[config.mk]
export PLATFORM = sky130hd
export DESIGN_NAME = tape_word_loader
export DESIGN_NICKNAME = d
export VERILOG_FILES = /design/src/rtl/tape_load_pkg.sv /design/src/rtl/tape_frame_sorter.sv /design/src/rtl/tape_pair_joiner.sv /design/src/rtl/tape_write_stage.sv /design/src/rtl/tape_word_loader.sv
export SDC_FILE = /design/constraint.sdc
export NUM_CORES = 1
export LEC_CHECK = 0
export BUFFER_PORTS_ARGS = -buffer_cell sky130_fd_sc_hd__buf_2
export CAP_MARGIN = 20
export CORE_ASPECT_RATIO = 0.7
export CORE_MARGIN = 2
export CORE_UTILIZATION = 54
export DETAILED_ROUTE_END_ITERATION = 7
export GPL_TIMING_DRIVEN = 0
export HOLD_SLACK_MARGIN = 0.08
export PLACE_DENSITY = 0.81
export SLEW_MARGIN = 40
export SYNTH_ARGS = -nofsm -noshare
export SYNTH_HDL_FRONTEND = slang
export SYNTH_SLANG_ARGS = --single-unit
[constraint.sdc]
create_clock -name clk -period 2.8 [get_ports clk]
set_clock_uncertainty 0.1 [all_clocks]
set_input_delay 0.56 -clock clk [delete_from_list [all_inputs] [get_ports clk]]
set_output_delay 0.56 -clock clk [all_outputs]
set_load 0.005 [all_outputs]
[src/rtl/tape_load_pkg.sv]
package tape_load_pkg;
   typedef enum logic [1:0] {
      FK_PLAIN  = 2'd0,
      FK_TAGGED = 2'd1,
      FK_LEADER = 2'd2
   } frame_kind_t;
endpackage

[src/rtl/tape_frame_sorter.sv]
module tape_frame_sorter
   import tape_load_pkg::*;
#(
   parameter int PAYLOAD_W = 6,
   localparam int FRAME_W  = PAYLOAD_W + 2
) (
   input  logic [FRAME_W-1:0]   frame,
   output frame_kind_t          kind,
   output logic [PAYLOAD_W-1:0] payload
);
   localparam int LEAD_BIT = PAYLOAD_W + 1;
   localparam int TAG_BIT  = PAYLOAD_W;

   always_comb begin
      payload = frame[PAYLOAD_W-1:0];
      if (frame[LEAD_BIT])
         kind = FK_LEADER;
      else if (frame[TAG_BIT])
         kind = FK_TAGGED;
      else
         kind = FK_PLAIN;
   end
endmodule

[src/rtl/tape_pair_joiner.sv]
module tape_pair_joiner
   import tape_load_pkg::*;
#(
   parameter int PAYLOAD_W = 6,
   localparam int WORD_W   = 2 * PAYLOAD_W
) (
   input  logic                 clk,
   input  logic                 rst,
   input  logic                 accept,
   input  frame_kind_t          kind,
   input  logic [PAYLOAD_W-1:0] payload,
   output logic                 word_done,
   output logic                 word_is_addr,
   output logic [WORD_W-1:0]    word,
   output logic                 bad_second
);
   logic                 have_q;
   logic                 tag_q;
   logic [PAYLOAD_W-1:0] hi_q;

   always_ff @(posedge clk) begin
      if (rst) begin
         have_q <= 1'b0;
         tag_q  <= 1'b0;
         hi_q   <= '0;
      end else if (accept) begin
         if (kind == FK_LEADER) begin
            have_q <= 1'b0;
         end else if (!have_q) begin
            have_q <= 1'b1;
            hi_q   <= payload;
            tag_q  <= (kind == FK_TAGGED);
         end else begin
            have_q <= 1'b0;
         end
      end
   end

   always_comb begin
      word_done    = accept && have_q && (kind == FK_PLAIN);
      bad_second   = accept && have_q && (kind == FK_TAGGED);
      word         = {hi_q, payload};
      word_is_addr = tag_q;
   end

   // a leader frame inside a pair leaves no half word behind
   a_r5_leader_aborts: assert property (@(posedge clk) disable iff (rst)
      (accept && kind == FK_LEADER) |=> !have_q);
endmodule

[src/rtl/tape_write_stage.sv]
module tape_write_stage #(
   parameter int WORD_W = 12
) (
   input  logic              clk,
   input  logic              rst,
   input  logic              word_done,
   input  logic              word_is_addr,
   input  logic [WORD_W-1:0] word,
   output logic [WORD_W-1:0] mem_addr,
   output logic [WORD_W-1:0] mem_data,
   output logic              mem_we
);
   logic [WORD_W-1:0] addr_q;
   logic [WORD_W-1:0] data_q;
   logic              pend_q;

   always_ff @(posedge clk) begin
      if (rst) begin
         addr_q <= '0;
         data_q <= '0;
         pend_q <= 1'b0;
      end else begin
         pend_q <= word_done && !word_is_addr;
         if (word_done && word_is_addr)
            addr_q <= word;
         if (word_done && !word_is_addr)
            data_q <= word;
      end
   end

   assign mem_addr = addr_q;
   assign mem_data = data_q;
   assign mem_we   = pend_q;

   // the load address moves only on a completed address word
   a_r4_addr_only_on_tag: assert property (@(posedge clk) disable iff (rst)
      !(word_done && word_is_addr) |=> $stable(addr_q));
endmodule

[src/rtl/tape_word_loader.sv]
module tape_word_loader
   import tape_load_pkg::*;
#(
   parameter int PAYLOAD_W = 6,
   localparam int FRAME_W  = PAYLOAD_W + 2,
   localparam int WORD_W   = 2 * PAYLOAD_W
) (
   input  logic               clk,
   input  logic               rst,
   input  logic               halt,
   input  logic               frame_valid,
   input  logic [FRAME_W-1:0] frame_data,
   output logic               frame_ready,
   output logic [WORD_W-1:0]  mem_addr,
   output logic [WORD_W-1:0]  mem_data,
   output logic               mem_we,
   output logic               format_error
);
   generate
      if (PAYLOAD_W < 1) begin : g_bad_width
         $error("tape_word_loader: PAYLOAD_W must be at least 1");
      end
   endgenerate

   frame_kind_t          kind;
   logic [PAYLOAD_W-1:0] payload;
   logic                 accept;
   logic                 word_done;
   logic                 word_is_addr;
   logic [WORD_W-1:0]    word;
   logic                 bad_second;
   logic                 err_q;

   assign frame_ready  = !halt && !mem_we;
   assign accept       = frame_valid && frame_ready;
   assign format_error = err_q;

   tape_frame_sorter #(.PAYLOAD_W(PAYLOAD_W)) u_sort (
      .frame   (frame_data),
      .kind    (kind),
      .payload (payload)
   );

   tape_pair_joiner #(.PAYLOAD_W(PAYLOAD_W)) u_join (
      .clk          (clk),
      .rst          (rst),
      .accept       (accept),
      .kind         (kind),
      .payload      (payload),
      .word_done    (word_done),
      .word_is_addr (word_is_addr),
      .word         (word),
      .bad_second   (bad_second)
   );

   tape_write_stage #(.WORD_W(WORD_W)) u_wr (
      .clk          (clk),
      .rst          (rst),
      .word_done    (word_done),
      .word_is_addr (word_is_addr),
      .word         (word),
      .mem_addr     (mem_addr),
      .mem_data     (mem_data),
      .mem_we       (mem_we)
   );

   always_ff @(posedge clk) begin
      if (rst)
         err_q <= 1'b0;
      else if (bad_second)
         err_q <= 1'b1;
   end

   a_r8_halt_blocks: assert property (@(posedge clk) disable iff (rst)
      halt |-> !frame_ready);
   a_r6_single_pulse: assert property (@(posedge clk) disable iff (rst)
      mem_we |=> !mem_we);
   a_r6_ready_low_on_write: assert property (@(posedge clk) disable iff (rst)
      mem_we |-> !frame_ready);
   a_r7_error_sticky: assert property (@(posedge clk) disable iff (rst)
      format_error |=> format_error);
   a_r4_addr_held_after_write: assert property (@(posedge clk) disable iff (rst)
      mem_we |=> $stable(mem_addr));
   a_r1_leader_no_write: assert property (@(posedge clk) disable iff (rst)
      (accept && frame_data[FRAME_W-1]) |=> !mem_we);
endmodule

==> Word level (Yosys, flattened, before mapping) <==
Cells that the tools add are included.
W data, S select, Z words.
{ "word_totals": {"register_bits": 34, "inputBits": 12, "word_cells": 27, "out_inout_bits": 27} }
{ "classes": {"n_bitwise": 2, "eq_ne": 2, "n_mux": 4, "reduce_logical": 12} }
{ "op_table": {"columns": ["cell", "count"], "rows": [
  ["$logic_and A1 B1 Y1", 7],
  ["$logic_not A1 Y1", 3],
  ["$mux W1", 3],
  ["$reduce_and A3 Y1", 1],
  ["$eq A2 B1 Y1 const B", 1],
  ["$eq A2 B2 Y1 const B", 1],
  ["$logic_not A2 Y1", 1],
  ["$mux W2", 1],
  ["$not A1 Y1", 2]
]} }

==> Longest topological paths before layout <==
Gate-level depths: netlist (run 1).
{ "logic_depth": {"depth_word": 6, "ltp_mapped": 4, "mapped_depth_nobuf": 3} }

==> Cells and area by module <==
From an unflattened synthesis (run 1), not the netlist that was laid out.
{ "unflattened": {"cells_unflattened": 153, "hier_area_um2": 1635.3} }
{ "modules_own_cells": {"columns": ["module", "seq_area_each_um2", "instances", "cells_each", "area_each_um2"], "rows": [
  ["tape_write_stage", 500.5, 1, 96, 1089.8],
  ["tape_pair_joiner", 160.2, 1, 45, 432.9],
  ["tape_frame_sorter", 0.0, 1, 8, 66.3],
  ["tape_word_loader", 20.0, 1, 4, 46.3]
]} }

==> Worst setup path after synthesis (run 1) <==
OpenSTA, ideal clock, no wires.
{ "synth_timing": {"path_kind": "input-to-reg", "start": "in halt", "end": "reg u_wr.data_q[0], in the netlist u_wr.mem_data[0]", "t_arrival_ns": 1.476, "path_slack_ns": 1.153, "stages": 4, "required_ns": 2.628, "n_path_buf": 1, "setup_ns": 0.072, "path_cell_list": "nor4b_4 and3_1 buf_6 mux2i_1"} }
{ "synth_via": {"elab_chain_len": 6} }
{ "synth_rtl": {"columns": ["item", "line_no", "source"], "rows": [
  ["from (decl)", "tape_word_loader.sv:10", "input logic halt,"],
  ["$logic_not A1 Y1", "tape_word_loader.sv:34", "assign frame_ready = !halt && !mem_we;"],
  ["$logic_and A1 B1 Y1", "tape_word_loader.sv:34", null],
  ["$logic_and A1 B1 Y1", "tape_word_loader.sv:35", "assign accept = frame_valid && frame_ready;"],
  ["$logic_and A1 B1 Y1 (2 in series)", "tape_pair_joiner.sv:40", "word_done = accept && have_q && (kind == FK_PLAIN);"],
  ["$logic_and A1 B1 Y1", "tape_write_stage.sv:26", "if (word_done && !word_is_addr)"],
  ["to (signal assigned)", "tape_write_stage.sv:27", "data_q <= word;"],
  ["to (decl)", "tape_write_stage.sv:14", "logic [WORD_W-1:0] data_q;"]
]} }
Every way passes these cells.
A chain may end at the register's enable or synchronous reset.

==> Worst setup path after layout (run 1) <==
{ "layout_timing": {"start": "reg u_wr.pend_q, in the netlist u_wr.mem_we", "end": "out frame_ready"} }
{ "layout_via": {"elab_chain_len": 2} }
{ "layout_rtl": {"columns": ["item", "line_no", "source"], "rows": [
  ["from (decl)", "tape_write_stage.sv:15", "logic pend_q;"],
  ["from (signal assigned)", "tape_write_stage.sv:23", "pend_q <= word_done && !word_is_addr;"],
  ["$logic_not A1 Y1", "tape_word_loader.sv:34", null],
  ["$logic_and A1 B1 Y1", "tape_word_loader.sv:34", null],
  ["to (decl)", "tape_word_loader.sv:13", "output logic frame_ready,"]
]} }
Every way passes these cells.

==> metrics.md, run 1 <==
| Metric | Value |
|---|---|
| Root Driver | `clkbuf_4` |
| Vias in the first global route | `922` |
| Status | `complete, no violations` |
| Fin Setup TNS | `0 ps` |
| Hold Crit Start | `format_error$_SDFFE_PP0P_` |
| Routed via count | `997` |
| CP peak stage delay | `350 ps` |
| Min Tclk post-route | `1628 ps` |
| Crit-path cells | `nor2_1 -> buf_2` |
| Avg WL per Cell | `13.47 µm` |
| Syn_area_per_cell | `11.22 µm²` |
| Final Cycle Share | `58.16%` |
| RD Place Congestion | `0.7317` |
| Post-cts sizing count | `0` |
| Area of the core | `2440 µm²` |
| TritonCTS Buffers | `5` |
| CP Max Fanout | `3` |
| Clock tree sinks | `34` |
| Worst-Skew Late Latency | `330 ps` |
| Largest area contributor in the netlist | `dfxtp_1` |
| Setup Buffers After CTS | `0` |
| Synth Net Count | `135` |
| Hold Path Class | `reg2reg` |
| Inserted Diodes | `0` |
| I/O Pins | `39` |
| DRT Wirelength | `2.720 mm` |
| Worst Max-Slew Pin Slew | `409.0 ps` |
| Nets@finish | `180` |
| Port bufs | `38` |
| Final hold viol count | `0` |
| Distinct cell type count after synthesis | `16` |
| Post-DP HPWL | `1.907 mm` |
| CTS Buffer Depth | `2` |
| Area Growth Syn to Fin | `20.31%` |
| Mapped cell area | `1380 µm²` |
| Slowest CP cell | `dfxtp_1` |
| #FFs+latches synth | `34` |
| Post-synth top area share | `49.32%` |
| Clock slew at reported path FFs | `100 ps` |
| CP top delay family | `flip-flops` |
| Multi-input gate area in the final layout | `656.9 µm²` |
| Global route overflow | `0` |
| Via-per-instance ratio | `4.936` |
| Critical path startpoint | `u_wr.mem_we$_SDFF_PP0_` |
| Pleak | `0.8452 nW` |
| Filler Cells Inserted | `199` |
| Reg2reg start | `u_wr.mem_we$_SDFF_PP0_` |
| CTS tree | `built` |
| First-pass GRT wire length | `4.209 mm` |
| WP data arrival | `970 ps` |
| Mapped Cells | `123` |
| Max rail drop VDD | `0.2761 mV` |
| Top cells by area, synth | `dfxtp_1, mux2i_1, nand2b_1` |
| Initial DRC count | `20` |
| CP bufs+invs | `1` |
| Initial antenna violation count | `0` |
| Row count | `15` |
| Post-route ant nets | `0` |
| Total GRT Usage | `19.92%` |
| Vert. Die Dim | `46.30 µm` |
| CP required | `2140 ps` |
| Commonest non-fill, non-tap cells in the layout | `nand2b_1, buf_2, dfxtp_1` |
| Unrepaired setup endpoints after global routing | `false` |
| Cts hold-fix bufs | `0` |
| Share of layout cells above drive strength 1 | `30.36%` |
| Crit end category | `output port` |
| Hold slack | `373.5 ps` |
| Die Area | `2983 µm²` |
| Die X-Extent | `64.43 µm` |
| PD cells | `476.0 nW/µm²` |
| Seq/Total Area, Yosys | `49.32%` |
| Final cell count without fillers | `202` |
| First-pass iteration count of the detailed router | `4` |
| Largest net degree at the start of global routing | `11` |
| Maxcap violations | `0` |
| H-tree levels | `2` |
| Final Total Pwr | `790.3 µW` |
| Syn. warnings | `0` |
| Fmax | `614.1 MHz` |
| Setup Crit Path Kind | `reg2out` |
| Placed cell count | `195` |
| Relative slew slack | `72.62%` |
| Initial Util | `56.56%` |
| Crit path launch type | `flop` |
| DRC | `0` |
| Final setup violation count | `0` |
| Reg area | `680.7 µm²` |
| Final Max Tran Viols | `0` |
routing by layer:
metal / vias to the layer above / routed length (µm) / share of wire (%) / GRT usage [%]
met5: - / 0 / 0 / 0
met2: 30 / 1209 / 44 / 31.46
met4: 0 / 51 / 1.9 / 10.21
li1: 499 / - / - / -
met3: 7 / 145 / 5.3 / 7.090
met1: 461 / 1314 / 48 / 24.62
where the power goes:
| group | internal, mW | total [mW] | switching [mW] |
|---|---|---|---|
| clock | 0.0902 | 0.251 | 0.161 |
| sequential | 0.488 | 0.491 | 0.00310 |
| combinational | 0.0247 | 0.0479 | 0.0232 |
synthesized netlist by cell type:
library cell,n
nor2_1,4
dfxtp_1,34
or2b_1,1
nor2b_1,1
nand2b_1,38
clkbuf_2,1
nand4b_4,1
buf_6,2
mux2i_1,31
a31oi_1,1
a21bo_2,1
a21oi_1,1
nor4b_4,1
nand3_1,1
and3_1,1
clkbuf_1,4
registers in the layout, summed over array words and instances (netlist names):
signal / cells
u_wr.mem_we: 1
u_join.hi_q: 6
format_error: 1
u_join.word_is_addr: 1
u_wr.mem_addr: 12
u_wr.mem_data: 12
u_join.have_q: 1
layout make-up:
class / instances / area share (%)
Clock buffer: 5 / 2.261
Clock inverter: 2 / 0.6029
Buffer: 7 / 2.562
Sequential cell: 34 / 40.99
Tap cell: 34 / 2.562
Multi-Input combinational cell: 82 / 39.56
Timing Repair Buffer: 38 / 11.45
metrics by stage:
stage                     util (%)  instance area, µm²  worst slack (ps)
final                        68.05                1660              1172
after global placement       66.10                1613             924.5
after CTS                    68.05                1660              1162
after global routing         68.05                1660              1112
after detailed placement     66.10                1613             881.9
after floorplan                  -                1380              1153
tightest hold or removal path, cell delays in order (launching register included):
cell and delay [ps]:
dfxtp_1 340, a31oi_1 40, nor2_1 70
path summary, 6_finish.rpt:
check,endpoint,slack [ps],depth (start not counted)
worst min-delay path,format_error$_SDFFE_PP0P_,370,2
worst max register to register,u_wr.mem_data[4]$_SDFFE_PP0P_,1230,4
worst min register to register,format_error$_SDFFE_PP0P_,370,2
worst max-delay path,frame_ready,1170,2
cells by family (layout without fill, tap and decap cells):
| kind of cell | count (synthesis) | in the layout | synth area share, % |
|---|---|---|---|
| AOI/OAI and AO/OA | 3 | 3 | 1.541 |
| buffers and inverters | 7 | 52 | 3.082 |
| DFF | 34 | 34 | 49.32 |
| muxes | 31 | 31 | 22.48 |
| and+or+nand+nor | 48 | 48 | 23.57 |
Power figures use the tool's default switching activity.
==> run 2: changes to the inputs <==
- ABC_AREA: default -> 1
- CORE_UTILIZATION: 54 -> 50
- PLACE_DENSITY: 0.81 -> 0.76
- clock period: 2.8 -> 1.7 ns (I/O delays scaled with it)
==> metrics.md, run 2 <==
| Metric | Value |
|---|---|
| Final setup violation count | `0 (unchanged)` |
| PD cells | `859.8 nW/µm² (+81%)` |
| Mapped cell area | `1408 µm² (+2.0%)` |
| Die X-Extent | `67.42 µm (+4.6%)` |
| H-tree levels | `2 (unchanged)` |
| CP top delay family | `buffers and inverters` |
| Post-DP HPWL | `2.295 mm (+20%)` |
| Row count | `16 (+1)` |
| Share of layout cells above drive strength 1 | `23.14% (-7.2 points)` |
| Vias in the first global route | `1,231 (+34%)` |
| Main flop type after synthesis | `dfxtp_1` |
| Pleak | `0.8409 nW (-0.51%)` |
| CP required | `1770 ps (-370 ps)` |
| Multiplexer share of the synthesized area | `0% (-22 points)` |
| Initial DRC count | `48 (+140%)` |
| Distinct cell type count after synthesis | `17 (+1)` |
| Cts hold-fix bufs | `0 (unchanged)` |
| Hold Path Class | `in2reg` |
| Setup Buffers After CTS | `0 (unchanged)` |
| Fmax | `687.1 MHz` |
| Setup Crit Path Kind | `reg2reg` |
| Post-synth top cells | `nor2_1, dfxtp_1, nand2_1, a21oi_1, nand3_1` |
| Root Driver | `clkbuf_8` |
| Largest net degree at the start of global routing | `11 (unchanged)` |
| Final Cycle Share | `85.61%` |
| P_int | `1.127 mW (+87%)` |
| Crit path launch type | `flop` |
| Initial antenna violation count | `0 (unchanged)` |
| Post-synth EDFFs | `0 (unchanged)` |
| Maxcap violations | `0 (unchanged)` |
| First-pass GRT wire length | `5.299 mm (+26%)` |
| DRT Wirelength | `3.284 mm (+21%)` |
| Syn. warnings | `0 (unchanged)` |
| RD Place Congestion | `0.8490 (+16%)` |
| Slowest CP cell | `clkbuf_1` |
| Max rail drop VDD | `0.6202 mV (+120%)` |
| Initial Util | `51.32% (-5.2 points)` |
| Adder-Cell Fraction of Synth Area | `0% (unchanged)` |
| Final hold viol count | `0 (unchanged)` |
| Hold Crit Start | `rst` |
| Compound-Gate Fraction of Synth Area | `11.38% (+9.8 points)` |
| Avg WL per Cell | `11.81 µm (-12%)` |
| Clock share of power | `37.2% (+5.4 points)` |
| Inserted Diodes | `0 (unchanged)` |
| Port bufs | `38 (unchanged)` |
| Vert. Die Dim | `48.39 µm (+4.5%)` |
| TritonCTS Buffers | `5 (unchanged)` |
| Switch share | `23.77% (+0.044 points)` |
| Area Growth Syn to Fin | `22.13%` |
| Fin Setup TNS | `0 ps (unchanged)` |
| CTS Buffer Depth | `2 (unchanged)` |
| CP peak stage delay | `380 ps (+30 ps)` |
| Final Max Tran Viols | `0 (unchanged)` |
| First-pass iteration count of the detailed router | `4 (unchanged)` |
| Global route overflow | `0 (unchanged)` |
| Die Area | `3262 µm² (+9.4%)` |
| CP bufs+invs | `3 (+2)` |
| Logic gate share of total power | `7.7% (+1.6 points)` |
| Simple-Gate Fraction of Synth Area | `29.69% (+6.1 points)` |
| WP data arrival | `1530 ps (+560 ps)` |
| Routed via count | `1,375 (+38%)` |
| Clock slew at reported path FFs | `70 ps (-30 ps)` |
| Synth Net Count | `209 (+55%)` |
| Post-synth ARST share | `0% (unchanged)` |
| Relative slew slack | `68.82% (-3.8 points)` |
| DRC | `0 (unchanged)` |
| Critical path startpoint | `u_join.word_is_addr$_SDFFE_PP0P_` |
| #FFs+latches synth | `34 (unchanged)` |
| Sw power | `351.4 µW (+87%)` |
| Sequential Power Share | `55.1% (-7.0 points)` |
| Count leader, synth | `nor2_1` |
| Reg2reg start | `u_join.word_is_addr$_SDFFE_PP0P_` |
| Nets@finish | `254 (+41%)` |
| Seq/Total Area, Yosys | `48.36% (-0.96 points)` |
| Post-cts sizing count | `0 (unchanged)` |
| Crit-path cells | `buf_2 -> inv_2 -> clkbuf_1 -> nand3_1 -> nand2_1 -> nor2_1` |
| Top cells by area, synth | `dfxtp_1, nor2_1, a21oi_1` |
| Post-route ant nets | `0 (unchanged)` |
| Final cell count without fillers | `278 (+38%)` |
| Worst-Skew Late Latency | `280 ps (-50 ps)` |
| Syn_area_per_cell | `7.145 µm² (-36%)` |
| Mapped Cells | `197 (+60%)` |
| XOR/XNOR Fraction of Synth Area | `0% (unchanged)` |
| I/O Pins | `39 (unchanged)` |
| Most common cell after layout, fill and taps aside | `buf_2` |
| Min Tclk post-route | `1455 ps` |
| Crit end category | `flop` |
| Commonest non-fill, non-tap cells in the layout | `buf_2, nor2_1, dfxtp_1` |
| Status | `complete, no violations` |
| Unrepaired setup endpoints after global routing | `false` |
| Area of the core | `2743 µm² (+12%)` |
| Clock tree sinks | `34 (unchanged)` |
| Worst Max-Slew Pin Slew | `467.8 ps (+58.77 ps)` |
| CTS tree | `built` |
| Placed cell count | `271 (+39%)` |
| Via-per-instance ratio | `4.946 (+0.21%)` |
| Post-synth top area share | `48.36% (-0.96 points)` |
| Largest family of logic cells by synthesized area | `simple AND/OR/NAND/NOR gates` |
| Largest area contributor in the netlist | `dfxtp_1` |
| Total GRT Usage | `21.60% (+1.7 points)` |
| CP Max Fanout | `10 (+7)` |
==> run 2: changes by cell type after synthesis, sizes merged, moves of 6 or more <==
cell	before	now
mux2i	31	0
nor2	4	40
o21ai	0	6
a21oi	1	26
nand2	0	31
nand2b	38	0
buf	2	11
inv	0	20
nand3	1	26
==> run 2: power by group through the flow <==
stage / Sequential [mW] / Clock, mW / Combinational, mW
floorplan: 0.831 / 0 / 0.0711
global placement: 0.831 / 0 / 0.110
detailed placement: 0.832 / 0 / 0.111
CTS: 0.814 / 0.555 / 0.112
global route: 0.815 / 0.599 / 0.127
finish: 0.814 / 0.550 / 0.114
==> run 2: cell type report <==
| type | count | area [µm²] |
|---|---|---|
| Multi-Input combinational cell | 130 | 578.1 |
| Buffer | 13 | 73.82 |
| Clock buffer | 7 | 76.32 |
| Fill cell | 267 | 1023 |
| Timing Repair Buffer | 38 | 190.2 |
| Sequential cell | 34 | 680.7 |
| Tap cell | 36 | 45.04 |
| Inverter | 20 | 75.07 |
==> run 2: kinds of logic (layout without fill, tap and decap cells) <==
logic type / count (synthesis) / after routing
AO/OA/AOI/OAI: 32 / 32
flip-flops: 34 / 34
AND/OR/NAND/NOR: 98 / 98
buffers and inverters: 33 / 78
==> run 2: worst paths after layout <==
path,end,slack (ps),cells past startpoint
max,u_wr.mem_data[4]$_SDFFE_PP0P_,240,6
min,u_join.have_q$_SDFFE_PP0P_,160,2
max reg2reg,u_wr.mem_data[4]$_SDFFE_PP0P_,240,6
min reg2reg,format_error$_SDFFE_PP0P_,350,2
==> run 2: metrics by stage <==
step / total power [mW] / instance area, µm² / setup slack [ps] / hold WS (ps) / util (%)
2_1_floorplan: 0.9021 / 1408 / 448.4 / 309.1 / -
3_3_place_gp: 0.9415 / 1643 / 196.7 / 337.7 / 59.90
3_5_place_dp: 0.9430 / 1643 / 166.4 / 339.0 / 59.90
4_1_cts: 1.481 / 1719 / 275.4 / 157.1 / 62.68
5_1_grt: 1.541 / 1719 / 151.0 / 169.2 / 62.68
6_report: 1.478 / 1719 / 244.7 / 164.2 / 62.68
==> run 2: metal layers <==
| metal | global-route usage [%] | vias to the layer above | part of all wire [%] |
|---|---|---|---|
| met4 | 7.483 | 0 | 1.2 |
| li1 | - | 716 | - |
| met3 | 5.581 | 5 | 6.1 |
| met1 | 30.60 | 609 | 49 |
| met5 | 0 | - | 0 |
| met2 | 31.85 | 45 | 43 |
==> run 2: worst reg2reg max path: cells and delay by family (launching register included) <==
family	cells	cell delay, ps
and+or+nand+nor	3	280
buffers and inverters	3	680
DFF	1	290
